**src/rtl/rcp_pkg.sv**
```systemverilog
package rcp_pkg;

    typedef enum logic [1:0] {
        MODE_INIT = 2'd0,
        MODE_FORM = 2'd1,
        MODE_PRED = 2'd2
    } rcp_mode_e;

endpackage

```
**src/rtl/rcp_ring.sv**
```systemverilog
module rcp_ring #(
    parameter int ID_W  = 16,
    parameter int DEPTH = 32,
    localparam int IDX_W = $clog2(DEPTH)
) (
    input  logic             clk,
    input  logic             rst,
    input  logic             wr_en,
    input  logic [IDX_W-1:0] wr_idx,
    input  logic [ID_W-1:0]  wr_id,
    input  logic [IDX_W-1:0] rd_idx,
    output logic [ID_W-1:0]  rd_id
);

    logic [ID_W-1:0] mem_q [DEPTH];
    logic [ID_W-1:0] mem_d [DEPTH];

    always_comb begin
        mem_d = mem_q;
        if (wr_en) begin
            mem_d[wr_idx] = wr_id;
        end
    end

    always_ff @(posedge clk) begin
        if (rst) begin
            mem_q <= '{default: '0};
        end else begin
            mem_q <= mem_d;
        end
    end

    assign rd_id = mem_q[rd_idx];

endmodule

```
**src/rtl/rcp_cand_bank.sv**
```systemverilog
module rcp_cand_bank #(
    parameter int ID_W     = 16,
    parameter int DEPTH    = 32,
    parameter int NUM_CAND = 8,
    parameter int MIN_LEN  = 6,
    localparam int IDX_W  = $clog2(DEPTH),
    localparam int LEN_W  = IDX_W + 1,
    localparam int CIDX_W = (NUM_CAND > 1) ? $clog2(NUM_CAND) : 1
) (
    input  logic             clk,
    input  logic             rst,
    input  logic             active,
    input  logic             req_valid,
    input  logic [ID_W-1:0]  req_id,
    input  logic [IDX_W-1:0] wr_idx,
    output logic             close_o,
    output logic [IDX_W-1:0] close_start_o,
    output logic [LEN_W-1:0] close_len_o
);

    typedef struct packed {
        logic             valid;
        logic [ID_W-1:0]  head;
        logic [IDX_W-1:0] start;
        logic [LEN_W-1:0] len;
    } slot_t;

    localparam logic [LEN_W-1:0] DEPTH_L = LEN_W'(DEPTH);
    localparam logic [LEN_W-1:0] MIN_L   = LEN_W'(MIN_LEN);
    localparam logic [LEN_W-1:0] ONE_L   = LEN_W'(1);

    slot_t slot_q [NUM_CAND];
    slot_t slot_d [NUM_CAND];

    logic [NUM_CAND-1:0] match_vec;
    logic                any_match;
    logic                have_free;
    logic [CIDX_W-1:0]   free_idx;
    logic [CIDX_W-1:0]   old_idx;
    logic [LEN_W-1:0]    old_len;
    logic [CIDX_W-1:0]   victim;

    // Slot scan: matching heads, first free slot, slot with most requests.
    always_comb begin
        any_match = 1'b0;
        have_free = 1'b0;
        free_idx  = '0;
        old_idx   = '0;
        old_len   = '0;
        for (int i = 0; i < NUM_CAND; i++) begin
            match_vec[i] = slot_q[i].valid && (slot_q[i].head == req_id);
            if (match_vec[i]) begin
                any_match = 1'b1;
            end
            if (!slot_q[i].valid && !have_free) begin
                have_free = 1'b1;
                free_idx  = CIDX_W'(i);
            end
            if (slot_q[i].valid && (slot_q[i].len > old_len)) begin
                old_len = slot_q[i].len;
                old_idx = CIDX_W'(i);
            end
        end
        victim = have_free ? free_idx : old_idx;
    end

    // Next-state of every slot and the close report.
    always_comb begin
        slot_d        = slot_q;
        close_o       = 1'b0;
        close_start_o = '0;
        close_len_o   = '0;
        if (active && req_valid) begin
            for (int i = 0; i < NUM_CAND; i++) begin
                if (slot_q[i].valid) begin
                    if (match_vec[i]) begin
                        if (slot_q[i].len >= MIN_L) begin
                            close_o       = 1'b1;
                            close_start_o = slot_q[i].start;
                            close_len_o   = slot_q[i].len;
                        end else begin
                            slot_d[i].start = wr_idx;
                            slot_d[i].len   = ONE_L;
                        end
                    end else if (slot_q[i].len == DEPTH_L) begin
                        slot_d[i].valid = 1'b0;
                    end else begin
                        slot_d[i].len = slot_q[i].len + ONE_L;
                    end
                end
            end
            if (!any_match) begin
                slot_d[victim] = '{valid: 1'b1, head: req_id,
                                   start: wr_idx, len: ONE_L};
            end
        end
        if (!active || close_o) begin
            for (int i = 0; i < NUM_CAND; i++) begin
                slot_d[i] = '0;
            end
        end
    end

    always_ff @(posedge clk) begin
        if (rst) begin
            slot_q <= '{default: '0};
        end else begin
            slot_q <= slot_d;
        end
    end

endmodule

```
**src/rtl/rcp_cycle_predictor.sv**
```systemverilog
module rcp_cycle_predictor #(
    parameter int ID_W     = 16,
    parameter int DEPTH    = 32,
    parameter int NUM_CAND = 8,
    parameter int MIN_LEN  = 6
) (
    input  logic            clk,
    input  logic            rst,
    input  logic            req_valid,
    input  logic [ID_W-1:0] req_id,
    output logic            pred_valid,
    output logic [ID_W-1:0] pred_id,
    output logic            hit,
    output logic            miss
);

    import rcp_pkg::*;

    localparam int IDX_W = $clog2(DEPTH);
    localparam int LEN_W = IDX_W + 1;
    localparam logic [LEN_W-1:0] DEPTH_L = LEN_W'(DEPTH);
    localparam logic [LEN_W-1:0] ONE_L   = LEN_W'(1);

    typedef struct packed {
        rcp_mode_e        mode;
        logic [IDX_W-1:0] wp;
        logic [IDX_W-1:0] cyc_start;
        logic [LEN_W-1:0] cyc_len;
        logic [IDX_W-1:0] ptr;
        logic [ID_W-1:0]  head;
        logic [IDX_W-1:0] fstart;
        logic [LEN_W-1:0] flen;
        logic             hit;
        logic             miss;
    } state_t;

    state_t st_q, st_d;

    logic             wr_en;
    logic [IDX_W-1:0] rd_idx;
    logic [ID_W-1:0]  rd_id;
    logic             cand_close;
    logic [IDX_W-1:0] cand_start;
    logic [LEN_W-1:0] cand_len;
    logic [IDX_W-1:0] wp_next;
    logic [LEN_W-1:0] ptr_inc;

    function automatic logic [IDX_W-1:0] wrap_add(input logic [IDX_W-1:0] a,
                                                  input logic [IDX_W-1:0] b);
        logic [LEN_W-1:0] s;
        s = {1'b0, a} + {1'b0, b};
        if (s >= DEPTH_L) begin
            s = s - DEPTH_L;
        end
        return s[IDX_W-1:0];
    endfunction

    function automatic logic [IDX_W-1:0] first_ptr(input logic [LEN_W-1:0] len);
        return (len == ONE_L) ? '0 : IDX_W'(1);
    endfunction

    rcp_ring #(
        .ID_W  (ID_W),
        .DEPTH (DEPTH)
    ) u_ring (
        .clk    (clk),
        .rst    (rst),
        .wr_en  (wr_en),
        .wr_idx (st_q.wp),
        .wr_id  (req_id),
        .rd_idx (rd_idx),
        .rd_id  (rd_id)
    );

    rcp_cand_bank #(
        .ID_W     (ID_W),
        .DEPTH    (DEPTH),
        .NUM_CAND (NUM_CAND),
        .MIN_LEN  (MIN_LEN)
    ) u_cand (
        .clk           (clk),
        .rst           (rst),
        .active        (st_q.mode == MODE_INIT),
        .req_valid     (req_valid),
        .req_id        (req_id),
        .wr_idx        (st_q.wp),
        .close_o       (cand_close),
        .close_start_o (cand_start),
        .close_len_o   (cand_len)
    );

    assign rd_idx  = wrap_add(st_q.cyc_start, st_q.ptr);
    assign wp_next = wrap_add(st_q.wp, IDX_W'(1));
    assign ptr_inc = LEN_W'(st_q.ptr) + ONE_L;

    always_comb begin
        st_d      = st_q;
        st_d.hit  = 1'b0;
        st_d.miss = 1'b0;
        wr_en     = 1'b0;
        if (req_valid) begin
            unique case (st_q.mode)
                MODE_INIT: begin
                    wr_en   = 1'b1;
                    st_d.wp = wp_next;
                    if (cand_close) begin
                        st_d.mode      = MODE_PRED;
                        st_d.cyc_start = cand_start;
                        st_d.cyc_len   = cand_len;
                        st_d.ptr       = first_ptr(cand_len);
                    end
                end
                MODE_FORM: begin
                    wr_en   = 1'b1;
                    st_d.wp = wp_next;
                    if (req_id == st_q.head) begin
                        st_d.mode      = MODE_PRED;
                        st_d.cyc_start = st_q.fstart;
                        st_d.cyc_len   = st_q.flen;
                        st_d.ptr       = first_ptr(st_q.flen);
                    end else if (st_q.flen == DEPTH_L) begin
                        st_d.head   = req_id;
                        st_d.fstart = st_q.wp;
                        st_d.flen   = ONE_L;
                    end else begin
                        st_d.flen = st_q.flen + ONE_L;
                    end
                end
                MODE_PRED: begin
                    if (req_id == rd_id) begin
                        st_d.hit = 1'b1;
                        st_d.ptr = (ptr_inc == st_q.cyc_len) ? '0 : ptr_inc[IDX_W-1:0];
                    end else begin
                        st_d.miss   = 1'b1;
                        st_d.mode   = MODE_FORM;
                        st_d.head   = req_id;
                        st_d.fstart = st_q.wp;
                        st_d.flen   = ONE_L;
                        wr_en       = 1'b1;
                        st_d.wp     = wp_next;
                    end
                end
                default: begin
                    st_d.mode = MODE_INIT;
                end
            endcase
        end
    end

    always_ff @(posedge clk) begin
        if (rst) begin
            st_q <= '{mode: MODE_INIT, default: '0};
        end else begin
            st_q <= st_d;
        end
    end

    assign pred_valid = (st_q.mode == MODE_PRED);
    assign pred_id    = rd_id;
    assign hit        = st_q.hit;
    assign miss       = st_q.miss;

endmodule

```
**config.mk**
```make
export PLATFORM = sky130hd
export DESIGN_NAME = rcp_cycle_predictor
export DESIGN_NICKNAME = d
export VERILOG_FILES = /design/src/rtl/rcp_pkg.sv /design/src/rtl/rcp_ring.sv /design/src/rtl/rcp_cand_bank.sv /design/src/rtl/rcp_cycle_predictor.sv
export SDC_FILE = /design/constraint.sdc
export NUM_CORES = 2
export LEC_CHECK = 0
export BUFFER_PORTS_ARGS = -buffer_cell sky130_fd_sc_hd__clkbuf_2
export CAP_MARGIN = 40
export CORE_MARGIN = 8
export CORE_UTILIZATION = 50
export CTS_BUF_LIST = sky130_fd_sc_hd__clkbuf_8
export DETAILED_ROUTE_END_ITERATION = 16
export PLACE_DENSITY = 0.68
export RECOVER_POWER = 100
export SLEW_MARGIN = 25
export SYNTH_ARGS = -nofsm -noshare
export SYNTH_HDL_FRONTEND = slang
export SYNTH_SLANG_ARGS = --single-unit
```
**constraint.sdc**
```tcl
create_clock -name clk -period 13.5 [get_ports clk]
set_clock_uncertainty 0.05 [all_clocks]
set_input_delay 0 -clock clk [delete_from_list [all_inputs] [get_ports clk]]
set_output_delay 0 -clock clk [all_outputs]
set_load 0.005 [all_outputs]
```
==> results <==
- For this run, the number of Yosys warnings is 0.
- The number of fill cells is 6,977.
- The die span in x is 294 microns.
- The final hold slack is 0.0546 ns.
- The post-synthesis instance area is 0.0385 sq mm.
- The number of distinct standard cells referenced by the synthesized netlist is 85.
- The min-delay analysis places its worst path in the category in -> reg.
- The master cell of the clock root buffer is clkbuf_8.
- Global routing used 25.2% of the available tracks across all layers.
- Prior to clock tree synthesis, the placed netlist has a worst setup slack of -0.0225 ns.
- The sum of net half-perimeters after detailed placement is 70,500 microns.
- Cells fill 55.8% of the core in the end.
- The largest net degree at the start of global routing is 213.
- In this design, the stage delay of the slowest critical-path cell is 0.41 ns.
- The maximum fanout count along the critical path is 9.
- The net count after synthesis is 4,692.
- The clock tree synthesis step divided the H-tree into 4 levels.
- The first global-routing pass estimated 175,000 microns of wire.
- The slew at the pin closest to its max-slew limit is 3.10 ns.
- The first detailed-routing pass ran for 5 iterations.
- The setup path with the least slack is of type reg -> reg.
- The number of flops mapped to enable cells by yosys is 0.
- The flow ran to the end, but the final reports show violations.
- The most frequent cell on the critical path is ha_1.
- In this run the cell area measured after placement is 0.0395 sq mm.
- Once the floorplan was initialized, standard cells occupied 50.1% of the core.
- In this run, synthesis produced a sequential element count of 788.
- Of the cells placed in the final design, the portion with a size suffix greater than 1 is 13.1%.
- The share of flip-flops with an asynchronous set or reset is 0%.
- The primary flip-flop cell chosen by synthesis mapping is dfxtp_1.
- The count of placed standard cells in the final layout, fillers left out is 5,682.
- The data arrival time of the worst path is 13.45 ns.
- The area added between synthesis and finish is 11.4%.
- The final layout contains routed wiring with a total length of 112,000 microns.
- The number of placed instances, taps included is 5,393.
- Sequential elements use 40.9% of the synthesized area.
- The power density relative to cell area is 119 mW/mm^2.
- The first routing iteration left 3,065 violations.
- Measured along the y axis, the die boundary spans 294 microns.
- The number of design rule violations left after detail routing is 0.
- The final hold violation count is 0.
- The die area is 0.0862 sq mm.
- The design area is 0.0430 sq mm.
- Total power for the finished layout comes to 5.13 mW.
- For this design, the slowest cell found on the critical path is nor4_2.
- The critical path launch point type is a flop.
- The critical path capture point type is a flop.
- Dividing the final minimum period by the clock period gives 94.8%.
- Routability-driven placement finished with a final weighted congestion of 0.882.
- Synthesis handed over a netlist of 4,598 instances.
- The number of max-slew violations in the final report is 187.
- The number of antenna violations at the first check in global routing was 5.
- The net count reported at finish is 4,636.
- The number of top-level pins is 38.
- The residual overflow from global routing is 0.
- The clock passes through at most 3 buffers.
- Based on the critical path, the design can be clocked at up to 78.1 MHz.
- Setup total negative slack on the finished layout was measured at 0 ns.
- Counting I/O delays and the setup requirement, the final critical path takes 12.80 ns.
- The average detailed-routed wire length per instance is 19.7 microns.
- The via count of the first global-routing pass was 30,900.
- The TritonCTS clock tree is done.
- The final count of negative-setup-slack endpoints is 0.
- The average instance area after synthesis is 8.38 sq um.
- The number of routed nets with antenna violations is 0.
- Data on the critical path is required at its endpoint by 14.14 ns.
- The leakage power is 15.0 nW.
- The total number of vias is 32,700.
- The region available for standard cell placement spans 0.0770 sq mm.
- The slack of the critical path is 0.696 ns.
- Dividing the detail-routed via count by the number of cells gives 5.76.
- TritonCTS created 137 clock buffers.
- The largest voltage drop on the vdd net is 84.5 uV.
- The normalized max-slew margin is -107%.
- Buffers placed on the I/O ports in this run total 37.
- The tool flagged a number of max-cap violations equal to 5.
- The checks that failed: max-capacitance violations, max-slew violations.
- CTS saw 788 sinks.
- Clock-pin slew was measured on the worst setup and hold paths at 0.06 ns.
- For the worst-skew pair, the clock arrives at the later sink with an insertion delay of 0.80 ns.
- The row count is 102.
[state kept, by name, summed over array words and instances (netlist names)]
signal and count:
miss 1, hit 1, st_q 50, u_ring.mem_q 512, u_cand.slot_q 224
[cells in the final DEF, fill, tap and decap left out, drive strengths merged, types with 7 or more instances in the layout]
cell type and instances:
nand3 63, clkinv 12, nand2b 10, o21ai 101, nand4 54, or2 28
a21oi 637, nor4 38, mux2i 172, xnor2 119, or4 7, mux4 160
a221o 15, ha 74, dlygate4sd3 20, o21a 7, nor3 59, nand2 1205
o31ai 9, nor3b 7, buf 122, a211oi 16, dfxtp 788, and3 21
a31o 8, or3 9, and2 15, mux2 29, clkbuf 235, a31oi 12
a22oi 8, inv 111, a21o 16, nor2b 8, xor2 75, nor2 300
[synth_stat cells (7+ instances only)]
| master | count | area share (%) |
|---|---|---|
| a211oi_1 | 14 | 0.27 |
| a21o_1 | 16 | 0.31 |
| a21oi_1 | 636 | 8.3 |
| a221o_1 | 15 | 0.39 |
| a22oi_1 | 8 | 0.16 |
| a31oi_1 | 8 | 0.13 |
| and2_1 | 15 | 0.24 |
| and3_1 | 21 | 0.34 |
| buf_1 | 58 | 0.56 |
| buf_2 | 28 | 0.36 |
| clkbuf_1 | 297 | 2.9 |
| dfxtp_1 | 788 | 41 |
| ha_1 | 74 | 2.4 |
| inv_1 | 67 | 0.65 |
| mux2_2 | 28 | 0.82 |
| mux2i_1 | 172 | 4.5 |
| mux4_2 | 160 | 9.3 |
| nand2_1 | 1205 | 12 |
| nand2b_1 | 10 | 0.16 |
| nand3_1 | 63 | 0.82 |
| nand4_1 | 54 | 0.88 |
| nor2_1 | 298 | 2.9 |
| nor2b_1 | 8 | 0.13 |
| nor3_1 | 58 | 0.75 |
| nor4_1 | 37 | 0.60 |
| o21a_1 | 7 | 0.14 |
| o21ai_0 | 87 | 1.1 |
| o21ai_1 | 13 | 0.17 |
| or2_2 | 28 | 0.45 |
| or3_1 | 9 | 0.15 |
| or4_1 | 7 | 0.14 |
| xnor2_1 | 119 | 2.7 |
| xor2_1 | 75 | 1.7 |
[logic make-up after synthesis]
kind of cell / Yosys count / share of synthesized area, %
AO/OA/AOI/OAI: 873 / 12.8
XOR/XNOR: 194 / 4.41
adder cells (fa/ha/maj): 75 / 2.45
buffers and inverters: 462 / 4.75
flip-flops: 788 / 40.9
multiplexers: 361 / 14.7
AND/OR/NAND/NOR: 1845 / 20.0
[per-layer routing]
layer  global-route usage, %  vias to the layer above  share of wire [%]
met1                    33.8                    15700                 42
met5                       0                        -              0.012
met2                    40.7                     1222                 46
met4                    9.61                        2                3.4
li1                        -                    15600                  -
met3                    4.22                      235                7.6
[critical path, delay by kind of cell, from the launching register on]
kind	cells	cell delay [ns]
AOI/OAI and AO/OA	32	5.61
adders and majority gates	8	2.05
buffers and inverters	8	1.01
DFF	1	0.31
muxes	3	1.00
and+or+nand+nor	17	2.64
[final timing paths]
kind	from	end	slack (ns)	cells past startpoint
setup reg to reg	u_cand.slot_q[196]	u_cand.slot_q[175]	0.70	68
setup / recovery	u_cand.slot_q[196]	u_cand.slot_q[175]	0.70	68
hold reg to reg	u_ring.mem_q[180]	u_ring.mem_q[180]	0.40	2
hold / removal	req_id[9]	u_cand.slot_q[132]	0.05	4
[final cells by class]
| type | instances | area, sq um | area share (%) |
|---|---|---|---|
| Antenna cell | 2 | 5.00 | 0.0116 |
| Tap cell | 1040 | 1300 | 3.03 |
| Inverter | 69 | 259 | 0.603 |
| Timing Repair Buffer | 197 | 1590 | 3.69 |
| Sequential cell | 788 | 15800 | 36.7 |
| Clock inverter | 57 | 340 | 0.792 |
| Multi-Input combinational cell | 3349 | 21200 | 49.4 |
| Clock buffer | 180 | 2480 | 5.77 |
[where the power goes]
part | switching, mW | total, mW | leakage (nW) | internal (mW)
Clock | 1.03 | 2.23 | 1.58 | 1.20
Sequential | 0.0205 | 2.37 | 6.35 | 2.35
Combinational | 0.344 | 0.527 | 7.02 | 0.183
Total | 1.39 | 5.13 | 15.0 | 3.74
[repair_timing]
action | in CTS | in global routing
pin swaps | 0 | 17
hold buffers | 20 | 0
cloned | 0 | 2
resized for setup | 2 | 49
buffers inserted | 0 | 23
endpoints found under the hold margin | 423 | 0
endpoints found under the setup margin | 41 | 224
(Power assumes the default switching activity.)
